[src/rtl/rxi_pkg.sv]
package rxi_pkg;
  typedef enum logic [2:0] {
    ST_IDLE,
    ST_START,
    ST_DATA,
    ST_PAR,
    ST_STOP
  } rx_state_e;

  localparam logic [1:0] IRQ_OFF   = 2'd0;
  localparam logic [1:0] IRQ_FIRST = 2'd1;
  localparam logic [1:0] IRQ_PVEC  = 2'd2;
  localparam logic [1:0] IRQ_ALL   = 2'd3;
endpackage

[src/rtl/rx_sync.sv]
module rx_sync #(
  parameter int STAGES = 2
) (
  input  logic clk,
  input  logic rst_n,
  input  logic line_in,
  output logic line_s,
  output logic fall
);
  logic [STAGES-1:0] chain;
  logic              prev;

  always_ff @(posedge clk or negedge rst_n) begin
    if (!rst_n) begin
      chain <= '1;
      prev  <= 1'b1;
    end else begin
      chain <= {chain[STAGES-2:0], line_in};
      prev  <= chain[STAGES-1];
    end
  end

  assign line_s = chain[STAGES-1];
  assign fall   = prev & ~chain[STAGES-1];
endmodule

[src/rtl/rx_frame.sv]
module rx_frame
  import rxi_pkg::*;
#(
  parameter int OVS = 16,
  parameter int DW  = 8
) (
  input  logic          clk,
  input  logic          rst_n,
  input  logic          line_s,
  input  logic          fall,
  input  logic [1:0]    cfg_len,
  input  logic          cfg_par_en,
  input  logic          cfg_par_odd,
  input  logic          cfg_x16,
  output logic          done,
  output logic          brk,
  output logic [DW-1:0] data_q,
  output logic          perr_q,
  output logic          ferr_q
);
  localparam int CNT_W = $clog2(OVS);
  localparam int HALF  = OVS / 2;
  localparam int IDX_W = $clog2(DW);

  rx_state_e          state;
  logic [CNT_W-1:0]   cnt;
  logic [IDX_W-1:0]   bit_idx;
  logic [DW-1:0]      shreg;
  logic               par_acc;
  logic               any_high;
  logic               sample;
  logic [IDX_W:0]     nbits;
  logic [IDX_W-1:0]   last_idx;
  logic [IDX_W:0]     shamt;
  logic [DW-1:0]      aligned;

  assign sample   = cfg_x16 ? (cnt == CNT_W'(OVS - 1)) : 1'b1;
  assign nbits    = (IDX_W+1)'(5) + (IDX_W+1)'(cfg_len);
  assign last_idx = IDX_W'(nbits - 1'b1);
  assign shamt    = (IDX_W+1)'(DW) - nbits;

  always_comb begin
    aligned = (shreg >> shamt) | ~({DW{1'b1}} >> shamt);
  end

  always_ff @(posedge clk or negedge rst_n) begin
    if (!rst_n) begin
      state    <= ST_IDLE;
      cnt      <= '0;
      bit_idx  <= '0;
      shreg    <= '0;
      par_acc  <= 1'b0;
      any_high <= 1'b0;
      done     <= 1'b0;
      brk      <= 1'b0;
      data_q   <= '0;
      perr_q   <= 1'b0;
      ferr_q   <= 1'b0;
    end else begin
      done <= 1'b0;
      brk  <= 1'b0;
      case (state)
        ST_IDLE: begin
          if (fall) begin
            cnt      <= '0;
            bit_idx  <= '0;
            par_acc  <= 1'b0;
            any_high <= 1'b0;
            perr_q   <= 1'b0;
            state    <= cfg_x16 ? ST_START : ST_DATA;
          end
        end
        ST_START: begin
          if (cnt == CNT_W'(HALF - 1)) begin
            cnt   <= '0;
            state <= line_s ? ST_IDLE : ST_DATA;
          end else begin
            cnt <= cnt + 1'b1;
          end
        end
        ST_DATA: begin
          if (sample) begin
            cnt      <= '0;
            shreg    <= {line_s, shreg[DW-1:1]};
            par_acc  <= par_acc ^ line_s;
            any_high <= any_high | line_s;
            if (bit_idx == last_idx) state <= cfg_par_en ? ST_PAR : ST_STOP;
            else bit_idx <= bit_idx + 1'b1;
          end else begin
            cnt <= cnt + 1'b1;
          end
        end
        ST_PAR: begin
          if (sample) begin
            cnt      <= '0;
            perr_q   <= (par_acc ^ line_s) != cfg_par_odd;
            any_high <= any_high | line_s;
            state    <= ST_STOP;
          end else begin
            cnt <= cnt + 1'b1;
          end
        end
        ST_STOP: begin
          if (sample) begin
            cnt   <= '0;
            state <= ST_IDLE;
            if (!line_s && !any_high) begin
              brk <= 1'b1;
            end else begin
              done   <= 1'b1;
              data_q <= aligned;
              ferr_q <= ~line_s;
            end
          end else begin
            cnt <= cnt + 1'b1;
          end
        end
        default: state <= ST_IDLE;
      endcase
    end
  end

  // a break frame never also reports a character
  p_break_excl_r5: assert property (@(posedge clk) disable iff (!rst_n)
    brk |-> !done);

  // a five-bit character carries ones above its length
  p_upper_ones_r1: assert property (@(posedge clk) disable iff (!rst_n)
    (done && $past(cfg_len) == 2'd0) |-> (data_q[DW-1:5] == '1));
endmodule

[src/rtl/rx_irq.sv]
module rx_irq
  import rxi_pkg::*;
(
  input  logic       clk,
  input  logic       rst_n,
  input  logic [1:0] mode,
  input  logic [7:0] base,
  input  logic       evt,
  input  logic       evt_perr,
  input  logic       ack,
  output logic       req,
  output logic [7:0] vec
);
  logic armed;
  logic perr_lat;
  logic raise;

  assign raise = evt && ((mode == IRQ_PVEC) || (mode == IRQ_ALL) ||
                         (mode == IRQ_FIRST && armed));

  always_ff @(posedge clk or negedge rst_n) begin
    if (!rst_n) begin
      armed    <= 1'b1;
      req      <= 1'b0;
      perr_lat <= 1'b0;
    end else begin
      if (mode != IRQ_FIRST) armed <= 1'b1;
      else if (evt)          armed <= 1'b0;
      if (raise) begin
        req      <= 1'b1;
        perr_lat <= evt_perr;
      end else if (ack) begin
        req <= 1'b0;
      end
    end
  end

  assign vec = {base[7:2], base[1] | ((mode == IRQ_PVEC) && perr_lat), base[0]};

  // a request persists until acknowledged
  p_req_hold_r10: assert property (@(posedge clk) disable iff (!rst_n)
    (req && !ack) |=> req);

  // with the interrupt off, no request appears
  p_off_quiet_r8: assert property (@(posedge clk) disable iff (!rst_n)
    (mode == IRQ_OFF && !req) |=> !req);

  // outside parity-vector mode the vector is the base
  p_vec_base_r11: assert property (@(posedge clk) disable iff (!rst_n)
    (req && mode != IRQ_PVEC) |-> (vec == base));
endmodule

[src/rtl/async_rx_irq.sv]
module async_rx_irq
  import rxi_pkg::*;
#(
  parameter int OVS         = 16,
  parameter int DW          = 8,
  parameter int SYNC_STAGES = 2
) (
  input  logic          clk,
  input  logic          rst_n,
  input  logic          rx_line,
  input  logic [1:0]    cfg_len,
  input  logic          cfg_par_en,
  input  logic          cfg_par_odd,
  input  logic          cfg_x16,
  input  logic [1:0]    cfg_irq_mode,
  input  logic [7:0]    cfg_vec_base,
  output logic          rx_valid,
  input  logic          rx_ready,
  output logic [DW-1:0] rx_data,
  output logic          rx_par_err,
  output logic          rx_frm_err,
  output logic          brk_flag,
  output logic          irq_req,
  input  logic          irq_ack,
  output logic [7:0]    irq_vec
);
  logic          line_s;
  logic          fall;
  logic          f_done;
  logic          f_brk;
  logic [DW-1:0] f_data;
  logic          f_perr;
  logic          f_ferr;
  logic          accept;

  rx_sync #(.STAGES(SYNC_STAGES)) u_sync (
    .clk(clk), .rst_n(rst_n), .line_in(rx_line), .line_s(line_s), .fall(fall)
  );

  rx_frame #(.OVS(OVS), .DW(DW)) u_frame (
    .clk(clk), .rst_n(rst_n), .line_s(line_s), .fall(fall),
    .cfg_len(cfg_len), .cfg_par_en(cfg_par_en), .cfg_par_odd(cfg_par_odd),
    .cfg_x16(cfg_x16), .done(f_done), .brk(f_brk), .data_q(f_data),
    .perr_q(f_perr), .ferr_q(f_ferr)
  );

  assign accept = f_done && (!rx_valid || rx_ready);

  always_ff @(posedge clk or negedge rst_n) begin
    if (!rst_n) begin
      rx_valid   <= 1'b0;
      rx_data    <= '0;
      rx_par_err <= 1'b0;
      rx_frm_err <= 1'b0;
      brk_flag   <= 1'b0;
    end else begin
      if (accept) begin
        rx_valid   <= 1'b1;
        rx_data    <= f_data;
        rx_par_err <= f_perr;
        rx_frm_err <= f_ferr;
      end else if (rx_ready) begin
        rx_valid <= 1'b0;
      end
      if (f_brk)       brk_flag <= 1'b1;
      else if (line_s) brk_flag <= 1'b0;
    end
  end

  rx_irq u_irq (
    .clk(clk), .rst_n(rst_n), .mode(cfg_irq_mode), .base(cfg_vec_base),
    .evt(accept), .evt_perr(f_perr), .ack(irq_ack), .req(irq_req), .vec(irq_vec)
  );

  // a held character stays put until taken
  p_hold_data_r6: assert property (@(posedge clk) disable iff (!rst_n)
    (rx_valid && !rx_ready) |=> (rx_valid && $stable(rx_data)));

  // break status drops once the line idles high
  p_brk_clear_r5: assert property (@(posedge clk) disable iff (!rst_n)
    (brk_flag && line_s && !f_brk) |=> !brk_flag);
endmodule

[config.mk]
export PLATFORM = sky130hd
export DESIGN_NAME = async_rx_irq
export DESIGN_NICKNAME = d
export VERILOG_FILES = /design/src/rtl/rxi_pkg.sv /design/src/rtl/rx_sync.sv /design/src/rtl/rx_frame.sv /design/src/rtl/rx_irq.sv /design/src/rtl/async_rx_irq.sv
export SDC_FILE = /design/constraint.sdc
export NUM_CORES = 1
export LEC_CHECK = 0
export ABC_CLOCK_PERIOD_IN_PS = 1900
export BUFFER_PORTS_ARGS = -buffer_cell sky130_fd_sc_hd__buf_2
export CAP_MARGIN = 10
export CORE_AREA = 2 2 71 73
export CTS_CLUSTER_SIZE = 16
export DETAILED_ROUTE_END_ITERATION = 10
export DIE_AREA = 0 0 73 75
export HOLD_SLACK_MARGIN = 0.08
export PLACE_DENSITY = 0.84
export SYNTH_ARGS = -nofsm -noshare
export SYNTH_HDL_FRONTEND = slang
export SYNTH_HIERARCHICAL = 1
export SYNTH_SLANG_ARGS = --single-unit
[constraint.sdc]
create_clock -name clk -period 1.9 [get_ports clk]
set_input_delay 0.095 -clock clk [delete_from_list [all_inputs] [get_ports clk]]
set_output_delay 0.095 -clock clk [all_outputs]
set_load 0.02 [all_outputs]
==> implementation parameters <==
Parameter                              Value

Timing
  Number of slew-limit violations in the final report ... 0
  Final critical-path required period ... 1.81 ns
  Actual slew at the worst max-slew pin ... 0.626 ns
  Highest clock rate ... 0.552 GHz
  Setup ws final ... 0.0888 ns
  Clk_skew ... 0.00685 ns
  Final Hold Vio Count ... 0
  Total setup violations reported at the end of the flow ... 0
  Setup TNS ... 0 ns
  Post-route clock period utilization ... 95.3%
  Tightest slew margin relative to the limit ... 58.3%
  Unrepaired setup endpoints after global routing ... no

Synthesis
  Syn_area_per_cell ... 12.1 um^2
  Main flop type after synthesis ... dfrtp_1
  Post-synthesis cell count ... 213
  Cell area after synthesis ... 2580 um^2
  Share of synthesized area occupied by flip-flops and latches ... 48.7%
  Syn. warnings ... 6
  EDFF count, synth ... 0
  Number of library cell types mapped by synthesis ... 51
  Post-synth net total ... 237
  Count of state elements after synthesis ... 50
  Ys async rst share ... 100%

Die
  Starting utilization of the core area ... 55.4%
  Cell Rows ... 25
  IO Count ... 41
  Die height ... 75 um
  Std-Cell Core Area ... 4660 um^2
  Die extent in x ... 73 um
  Total Die Area ... 5480 um^2

Detailed routing
  Sum of routed wire length over all layers ... 4910 um
  Number of vias in the routed layout ... 1768
  Routed WL per cell ... 16.2 um
  Iteration count of the initial detailed-routing pass ... 4
  Routed vias/inst ... 5.83
  Final antenna-violating net count ... 0
  Number of DRC violations after detailed routing ... 0
  Violation count after the first detailed-routing iteration ... 119

Global routing
  Global-route met3 utilization ... 4.69%
  Routing layer with the top usage in global route ... met2
  Pin count of the biggest net entering global routing ... 51
  Total GRT Usage ... 19.6%
  Fraction of met1 tracks used by global routing ... 22.9%
  Met2 Use GR ... 34.6%
  Wire length of the first global-routing pass ... 8110 um
  Number of global-route vias before repair ... 1749
  GRT overflow ... 0
  Antenna violations before repair ... 0

Power
  Power after layout ... 3.74 mW
  Reported leakage power ... 1.40 nW
  Power density of the placed cells ... 1280 nW/um^2
  Peak ir drop on the vdd network ... 0.000566 V

Place
  Pre-CTS worst setup slack ... 0.122 ns
  Cell count after placement ... 290
  Global placement routability congestion ... 0.826
  Port Buffers ... 26
  DPL Wire Length ... 3340 um
  Placed Area ... 2750 um^2

Clocking
  Number of buffers inserted during clock tree synthesis ... 5
  Source-to-sink clock delay at the later pin of the worst-skew pair ... 0.30 ns
  Clock tree from TritonCTS ... yes
  Level count of the clock H-tree ... 2
  CTS Sinks ... 50
  Clock input transition at the sequential cells of the worst setup and hold paths ... 0.09 ns
  Post-CTS setup-driven buffer insertion count ... 0
  Clock root cell ... clkbuf_8
  Bufs on Longest Clock Path ... 2

Final layout
  Final #Nets ... 272
  Syn-to-layout area delta ... 13.0%
  Commonest non-fill, non-tap cells in the layout ... 46 x dfrtp_1, 26 x buf_2, 14 x mux2_4
  Number of fill cells ... 371
  Non-Filler Instances ... 303
  Final std cell area, no fill ... 2920 um^2
  Footprint of the multi-input gates ... 1160 um^2
  Ratio of cells with drive above 1 in the final layout ... 36.1%
  Number of antenna repair diodes ... 0
  Sequential cell area ... 1260 um^2
  Commonest non-fill, non-tap cell in the layout ... dfrtp_1

Min path
  Min-delay worst type ... in2reg

Setup path
  Critical Path Source Type ... register
  Data arrival, critical path ... 1.98 ns
  Worst setup path category ... reg2reg
  Required time at the endpoint of the critical path ... 2.07 ns
  Endpoint kind of the worst setup timing path ... register
  CP max FO ... 5

Job
  Count of maximum capacitance violations ... 0

Run status
  Status ... completed
[layer usage]
metal | vias to the layer above | wire length [um]
li1 | 830 | -
met1 | 873 | 2180
met2 | 58 | 2490
met3 | 7 | 173
met4 | 0 | 68
met5 | - | 0
[area by class of cell]
class                           count  share of cell area, %
Tap cell                           54                   2.32
Sequential cell                    50                   43.1
Multi-Input combinational cell    136                   39.7
Clock inverter                      1                   1.03
Clock buffer                        7                   2.96
Inverter                           11                   1.42
Timing Repair Buffer               44                   9.52
[final timing paths]
kind                                  from                to  slack [ns]  depth (start not counted)
hold reg to reg            u_sync/chain[0]   u_sync/chain[1]        0.36                          0
setup reg to reg            u_frame/cnt[0]  u_frame/state[0]        0.09                          6
min in group asynchronous            rst_n        rx_data[1]        0.44                          3
hold / removal             cfg_irq_mode[0]       u_irq/armed         0.1                          3
max in group asynchronous            rst_n  u_frame/shreg[5]        1.03                          3
setup / recovery            u_frame/cnt[0]  u_frame/state[0]        0.09                          6
[state kept, by name, indices dropped and copies added (netlist names), 2 cells and up]
register	count
u_frame/shreg	8
u_frame/cnt	4
u_frame/bit_idx	3
u_sync/chain	2
rx_data	8
u_frame/state	3
u_frame/data_q	8
[cell usage after synthesis (3+ instances only)]
cell | count | area [um^2]
dfrtp_1 | 46 | 1150
mux2_4 | 14 | 210
nand2_1 | 13 | 48.8
a21oi_1 | 12 | 60.1
nor2_1 | 11 | 41.3
buf_4 | 10 | 75.1
inv_1 | 10 | 37.5
mux2_2 | 10 | 113
nand3_1 | 6 | 30.0
o21ai_0 | 6 | 30.0
mux4_2 | 5 | 113
buf_6 | 4 | 45.0
dfstp_2 | 4 | 105
ha_1 | 4 | 50.1
mux2i_1 | 4 | 40.0
xnor2_1 | 4 | 35.0
a21o_1 | 3 | 22.5
and3_1 | 3 | 18.8
nor4_1 | 3 | 18.8
o22ai_1 | 3 | 18.8
o2bb2ai_1 | 3 | 26.3
[where the power goes]
part	switching (mW)	internal (mW)
Combinational	0.575	0.710
Sequential	0.300	1.39
Clock	0.336	0.429
Total	1.21	2.53
[stage by stage]
stage,utilization [%],hold WS (ns)
final,62.6,0.0954
after global routing,62.6,0.112
after CTS,62.5,0.0838
after detailed placement,58.9,0.190
after global placement,58.9,0.190
after floorplan,-,-0.201
[cells by family after synthesis]
family	after synthesis	share of synthesized area, %
buffers and inverters	27	6.60
and+or+nand+nor	53	11.9
muxes	33	18.4
AOI/OAI and AO/OA	42	11.1
DFF	50	48.7
adders and majority gates	4	1.94
xor gates and xnor gates	4	1.36
[what timing repair did]
action / in CTS / in global routing
endpoints found under the hold margin: 50 / 0
resized for setup: 0 / 1
endpoints found under the setup margin: 0 / 1
hold buffers: 5 / 0
[critical path, cell delays in order, from the launching register on]
cell and delay, ns:
dfrtp_1 0.40, ha_1 0.21, nand3_1 0.24, buf_4 0.24
and2_1 0.19, a221oi_1 0.28, o21ai_1 0.12
(Power assumes the default switching activity.)
